File: src/rtl/shift_unit.sv
module shift_unit #(
  parameter int W  = 32,
  parameter int CW = 8
) (
  input  logic          clk,
  input  logic          rst_n,
  input  logic          in_valid,
  input  logic [W-1:0]  in_data,
  input  logic [CW-1:0] in_count,
  input  logic          in_left,
  input  logic          in_zext,
  output logic          out_valid,
  output logic [W-1:0]  out_data,
  output logic          out_carry
);
  localparam int LW = $clog2(W);

  logic [CW-1:0] eff;
  logic [W:0]    lt, rt;

  assign eff = in_zext ? in_count : CW'(in_count[LW-1:0]);
  assign lt  = {1'b0, in_data} << eff;
  assign rt  = {in_data, 1'b0} >> eff;

  always_ff @(posedge clk or negedge rst_n) begin
    if (!rst_n) begin
      out_valid <= 1'b0;
      out_data  <= '0;
      out_carry <= 1'b0;
    end else begin
      out_valid <= in_valid;
      if (in_valid) begin
        out_data  <= in_left ? lt[W-1:0] : rt[W:1];
        out_carry <= in_left ? lt[W] : rt[0];
      end
    end
  end

  p_valid_rise_r2: assert property (@(posedge clk) disable iff (!rst_n)
    in_valid |=> out_valid);
  p_valid_low_r2: assert property (@(posedge clk) disable iff (!rst_n)
    !in_valid |=> !out_valid);
  p_hold_r3: assert property (@(posedge clk) disable iff (!rst_n)
    !in_valid |=> ($stable(out_data) && $stable(out_carry)));
  p_zero_count_r4: assert property (@(posedge clk) disable iff (!rst_n)
    (in_valid && in_count == '0) |=> (out_data == $past(in_data) && !out_carry));
  p_wrap_width_r5: assert property (@(posedge clk) disable iff (!rst_n)
    (in_valid && !in_zext && in_count == CW'(W)) |=> (out_data == $past(in_data) && !out_carry));
  p_zfill_left_edge_r8: assert property (@(posedge clk) disable iff (!rst_n)
    (in_valid && in_zext && in_left && in_count == CW'(W)) |=> (out_data == '0 && out_carry == $past(in_data[0])));
  p_zfill_right_edge_r9: assert property (@(posedge clk) disable iff (!rst_n)
    (in_valid && in_zext && !in_left && in_count == CW'(W)) |=> (out_data == '0 && out_carry == $past(in_data[W-1])));
  p_zfill_beyond_r9: assert property (@(posedge clk) disable iff (!rst_n)
    (in_valid && in_zext && int'(in_count) > W) |=> (out_data == '0 && !out_carry));
endmodule

File: config.mk
export PLATFORM = sky130hd
export DESIGN_NAME = shift_unit
export DESIGN_NICKNAME = d
export VERILOG_FILES = /design/src/rtl/shift_unit.sv
export SDC_FILE = /design/constraint.sdc
export NUM_CORES = 1
export LEC_CHECK = 0
export BUFFER_PORTS_ARGS = -buffer_cell sky130_fd_sc_hd__buf_2
export CORE_UTILIZATION = 53
export CTS_CLUSTER_DIAMETER = 80
export DETAILED_ROUTE_END_ITERATION = 12
export GPL_TIMING_DRIVEN = 1
export PLACE_DENSITY = 0.78
export SYNTH_ARGS = -nofsm -noshare
export SYNTH_HDL_FRONTEND = slang
export SYNTH_SLANG_ARGS = --single-unit
File: constraint.sdc
create_clock -name clk -period 0.8 [get_ports clk]
set_input_delay 0.12 -clock clk [delete_from_list [all_inputs] [get_ports clk]]
set_output_delay 0.12 -clock clk [all_outputs]
set_load 0.01 [all_outputs]
==> reports/qor.json, run 1 <==
{
  "clock_network": {
    "htree_num_levels": 2,
    "numClockSinks": 34,
    "cts_made_buffers": 5,
    "cts_root_buf": "sky130_fd_sc_hd__clkbuf_8",
    "max-clock-path-buffers": 2
  },
  "die": {
    "initial_utilization_pct": 55.1,
    "io_pins": 79,
    "std_cell_rows": 36,
    "die_width_um": 103,
    "floorplan.die.height_um": 103
  },
  "synth": {
    "ffs_latches_synth": 34,
    "synth_top_flop_cell": "sky130_fd_sc_hd__dfrtp_1",
    "synthCells": 581,
    "yosys_warn_count": 0,
    "syn-num-nets": 626,
    "post_synth_main_area_contributors": "sky130_fd_sc_hd__mux4_2, sky130_fd_sc_hd__dfrtp_1, sky130_fd_sc_hd__mux2i_1, sky130_fd_sc_hd__o21ai_0, sky130_fd_sc_hd__a21oi_1",
    "synth_enable_flop_cells": 0,
    "synth_seq_area_share_pct": 15.7,
    "avgSynthCellArea_um2": 9.31,
    "async_flop_share_pct": 100,
    "synth_area_leader_cell": "sky130_fd_sc_hd__mux4_2",
    "area_fraction_of_the_dominant_cell_type_after_synthesis_pct": 27.9,
    "synth.lib_cells_used.distinct": 60,
    "netlist_area_mm2": 0.00541
  },
  "placement": {
    "place.port_buffers": 78,
    "detailed_place_hpwl_um": 20400,
    "post-place-cells": 945,
    "place.gp.congestion": 1.10
  },
  "global_route": {
    "grt_first_pass_wirelength_um": 50900,
    "grt-ovfl-total": 3,
    "grt_max_degree": 26,
    "number_of_global_route_vias_before_repair": 8591,
    "grt_usage_pct": 66.2
  },
  "run_status": {
    "run.stop_error": "[ERROR GRT-0116] Global routing finished with congestion. Check the congestion regions in the DRC Viewer.",
    "run_status": "did not finish",
    "stop_stage": "5_1_grt"
  }
}
==> metal layers <==
metal  overflow  GRT usage [%]
met5          0           5.77
met4          2           60.7
met2          1           86.7
met3          0           45.6
met1          0           69.8
==> logic make-up after synthesis <==
| logic type | synth area share, % |
|---|---|
| AOI/OAI and AO/OA | 24.1 |
| DFF | 15.7 |
| muxes | 41.5 |
| buffers and inverters | 7.19 |
| and+or+nand+nor | 11.5 |
==> stage by stage <==
stage	hold slack [ns]	util [%]	instance area [µm²]	worst slack (ns)	TNS, ns
4_1_cts	0.0485	91.1	8950	-0.880	-28.31
3_5_place_dp	0.0124	75.9	7450	-1.58	-46.42
3_3_place_gp	-0.00198	75.9	7450	-1.50	-44.47
2_1_floorplan	-0.176	-	5450	-1.16	-33.37
==> cells in the mapped netlist (all sizes together), types with 2 or more instances <==
cell type	number
mux4	71
nor2	49
a22oi	6
o211a	2
a211oi	3
buf	31
mux2i	47
clkbuf	41
dfrtp	34
nand2b	4
clkinv	2
o41ai	6
and2	3
a32o	6
mux2	14
a21oi	40
or3	2
a32oi	5
o311ai	2
inv	11
o22ai	14
o21ai	41
nor2b	3
o211ai	6
nor3	15
a311oi	4
a2111oi	2
o2bb2ai	9
a21o	5
nand2	33
o32ai	13
nor4	4
nand4	5
a31oi	10
a21boi	2
nand3	19
a311o	2
==> what timing repair did <==
action / in CTS
resized for setup: 216
cloned: 3
hold buffers: 1
setup buffers: 56
setup endpoints to repair: 67
hold endpoints to repair: 34
pin swaps: 48
==> run 2, diff against run 1 <==
Settings changed: CORE_UTILIZATION 53 to 38, CTS_CLUSTER_DIAMETER 80 to default, PLACE_DENSITY 0.78 to default, PLACE_DENSITY_LB_ADDON from default to 0.15.
Clock period 0.8 ns to 1.05 ns, I/O delays scaled along.
==> reports/qor.json, run 2 <==
{
  "synth": {
    "yosys_warn_count": 0,
    "async_flop_share_pct": 100,
    "synth_most_common_cell": "sky130_fd_sc_hd__mux4_2",
    "synth_enable_flop_cells": 0,
    "cell_types_with_the_highest_counts_after_synthesis": "sky130_fd_sc_hd__mux4_2, sky130_fd_sc_hd__nor2_1, sky130_fd_sc_hd__mux2i_1",
    "area_fraction_of_the_dominant_cell_type_after_synthesis_pct": 27.9,
    "netlist_area_mm2": 0.00541,
    "synth_seq_area_share_pct": 15.7,
    "syn-num-nets": 626,
    "avgSynthCellArea_um2": 9.31,
    "post_synth_main_area_contributors": "sky130_fd_sc_hd__mux4_2, sky130_fd_sc_hd__dfrtp_1, sky130_fd_sc_hd__mux2i_1, sky130_fd_sc_hd__o21ai_0, sky130_fd_sc_hd__a21oi_1",
    "synthCells": 581,
    "ffs_latches_synth": 34,
    "synth_top_flop_cell": "sky130_fd_sc_hd__dfrtp_1",
    "synth_area_leader_cell": "sky130_fd_sc_hd__mux4_2",
    "synth.lib_cells_used.distinct": 60
  },
  "power": {
    "power.ir.vdd_worst_uv": 512,
    "p_comb_share_pct": 62.5,
    "total_power_mw": 7.93,
    "power.switching_mw": 3.19,
    "power.density_cell_area_mw_per_mm2": 845,
    "power_frac_seq_pct": 19.1,
    "pwr-share-clk_pct": 18.4,
    "swShare_pct": 40.2,
    "internal_power_mw": 4.74,
    "power.leakage_nw": 3.99
  },
  "clock_network": {
    "max-clock-path-buffers": 2,
    "numClockSinks": 34,
    "cts_made_buffers": 5,
    "cts_root_buf": "sky130_fd_sc_hd__clkbuf_16",
    "clk_transition_reported_paths_ns": 0.06,
    "clk-insertion-delay-late_ns": 0.29,
    "htree_num_levels": 2,
    "tritoncts": "yes"
  },
  "finish": {
    "reg_top3": "out_data: 32 flops, out_carry: 1 flops, out_valid: 1 flops",
    "largest_register": "out_data",
    "nets": 917,
    "diodes": 0,
    "layout.cell_area.non_filler_mm2": 0.00939,
    "area_overhead_of_the_layout_relative_to_synthesis_pct": 73.6,
    "finalCoreUtilization_pct": 67.6,
    "area_taken_by_multi_input_logic_gates_mm2": 0.00510,
    "seqCellArea_um2": 851,
    "most-common-layout-cells": "sky130_fd_sc_hd__buf_4, sky130_fd_sc_hd__buf_2, sky130_fd_sc_hd__mux4_2",
    "fillers": 1107,
    "final_common_cell": "sky130_fd_sc_hd__buf_4",
    "final_layout_size_suffix_gt1_share_pct": 67.5,
    "largest_register_ff_count": 32
  },
  "setup_path": {
    "cp.depth": 10,
    "critPathKind": "in -> reg",
    "crit_buf_inv": 5,
    "start_kind": "input pin",
    "slowest_cell_on_the_critical_path": "sky130_fd_sc_hd__mux4_2",
    "setup.worst_path.end_class": "register",
    "cp_max_fo": 5,
    "r2r.worst_path.cells": 4,
    "arrival_ns": 2.00,
    "critical_path_cell_by_cell": "buf_12 > buf_12 > buf_12 > buf_12 > buf_4 > mux4_2 > mux2i_2 > o21ai_2 > o221a_2 > a22o_1",
    "crit_path_max_incr_delay_ns": 0.44,
    "worst-endpoint-required_ns": 1.22,
    "cpMostUsedCell": "sky130_fd_sc_hd__buf_12",
    "cpLargestDelayFamily": "multiplexers"
  },
  "placement": {
    "detailedPlace.worstSlack_ns": -1.32,
    "detailed_place_hpwl_um": 21600,
    "place.gp.congestion": 0.981,
    "place_area_mm2": 0.00771,
    "place.port_buffers": 78
  },
  "global_route": {
    "number_of_global_route_vias_before_repair": 6870,
    "grt.met3_usage_pct": 8.79,
    "grt_max_degree": 35,
    "busiest_layer": "met2",
    "grt_first_pass_wirelength_um": 42400,
    "grt_usage_pct": 39.2,
    "gr_met2_demand_resource_pct": 61.0,
    "grtUsageMet1_pct": 51.0,
    "grt-ovfl-total": 0,
    "antenna_found_initial": 0
  },
  "drt": {
    "number_of_routed_nets_with_antenna_violations": 0,
    "drt-initial-drc-count": 812,
    "total_wirelength_um": 28400,
    "detail_route.first_pass.iterations": 5,
    "vias_per_cell": 6.58,
    "drt_drc_violations_left": 0,
    "via_count": 6921,
    "avgRoutedWirePerCell_um": 27.0
  },
  "timing": {
    "timing.hold.ws_ns": 0.110,
    "drv_slew": 0,
    "finalSetupViolations": 33,
    "max_freq_ghz": 0.547,
    "fin_crit_sh_pct": 174,
    "grt_setup_unrepaired": "yes",
    "fin_worst_skew_ns": 0,
    "final_critical_path_setup_slack_ns": -0.779,
    "finalCriticalPeriod_ns": 1.83,
    "timing.slew.headroom_pct": 56.2,
    "max_slew.worst_pin.slew_ns": 0.656,
    "timing.final.hold_violations": 0
  },
  "die": {
    "initial_utilization_pct": 39.0,
    "io_pins": 79,
    "core_mm2": 0.0139,
    "std_cell_rows": 43,
    "fp.dieArea_mm2": 0.0147,
    "die_width_um": 121,
    "floorplan.die.height_um": 121
  },
  "run_status": {
    "failed_checks": "setup timing",
    "run_status": "complete, but fails checks"
  },
  "min_path": {
    "timing.hold.worst_path_depth": 2,
    "holdCritPathClass": "in -> reg"
  },
  "job": {
    "drv_cap": 0
  }
}
## run 2: cell counts after synthesis
No cell type changed its count.
## run 2: path summary, 6_finish.rpt
| check | from | endpoint | slack [ns] |
|---|---|---|---|
| max | in_count[0] | out_data[30] | -0.78 |
| min | in_valid | out_valid | 0.11 |
| max reg2reg | out_data[26] | out_data[26] | 0.16 |
| min reg2reg | out_data[3] | out_data[3] | 0.49 |
| max in group asynchronous | rst_n | out_data[10] | 0.49 |
| min in group asynchronous | rst_n | out_data[19] | 0.37 |
## run 2: layout make-up
class | instances | area share, %
clock buffer | 5 | 1.33
clock inverter | 2 | 0.107
inverter | 13 | 0.533
multi-input combinational | 462 | 54.4
sequential | 34 | 9.06
tap | 180 | 2.40
timing repair buffer | 356 | 32.2
## run 2: routing by layer
metal / wire (µm) / vias to the layer above
met3: 2680 / 74
li1: - / 2943
met1: 11100 / 3455
met5: 0 / -
met2: 13300 / 449
met4: 1360 / 0
## run 2: worst reg2reg max path, delay by kind of cell, from the launching register on
family | cells | cell delay [ns]
AO/OA/AOI/OAI | 3 | 0.29
AND/OR/NAND/NOR | 1 | 0.10
flip-flops | 1 | 0.37
## run 2: logic make-up (layout without fill, tap and decap cells)
| logic type | after synthesis | in the layout | share of synthesized area [%] |
|---|---|---|---|
| AOI/OAI and AO/OA | 191 | 191 | 24.1 |
| muxes | 132 | 132 | 41.5 |
| DFF | 34 | 34 | 15.7 |
| and+or+nand+nor | 139 | 139 | 11.5 |
| buffers and inverters | 85 | 376 | 7.19 |
## run 2: power groups by stage
| stage | registers (mW) | logic, mW | clock network [mW] |
|---|---|---|---|
| floorplan | 1.58 | 1.79 | 0 |
| global placement | 1.53 | 3.80 | 0 |
| detailed placement | 1.53 | 3.82 | 0 |
| CTS | 1.51 | 4.49 | 1.47 |
| global route | 1.53 | 5.16 | 1.51 |
| finish | 1.52 | 4.96 | 1.46 |
## run 2: repair_timing
item / 4_1_cts / 5_1_grt
cloned: 5 / 0
pin swaps: 72 / 57
buffers inserted: 34 / 15
endpoints found under the hold margin: 34 / 0
setup endpoints to repair: 33 / 33
hold buffers: 1 / 0
resized for setup: 175 / 96
## run 2: stage by stage
step / TNS, ns / instances
after floorplan: -26.36 / 581
after global placement: -34.53 / 1004
after detailed placement: -34.76 / 1004
after CTS: -20.15 / 1046
after global routing: -22.67 / 1052
final: -21.33 / 1052
Note: power is estimated with default switching activity, not from simulation.
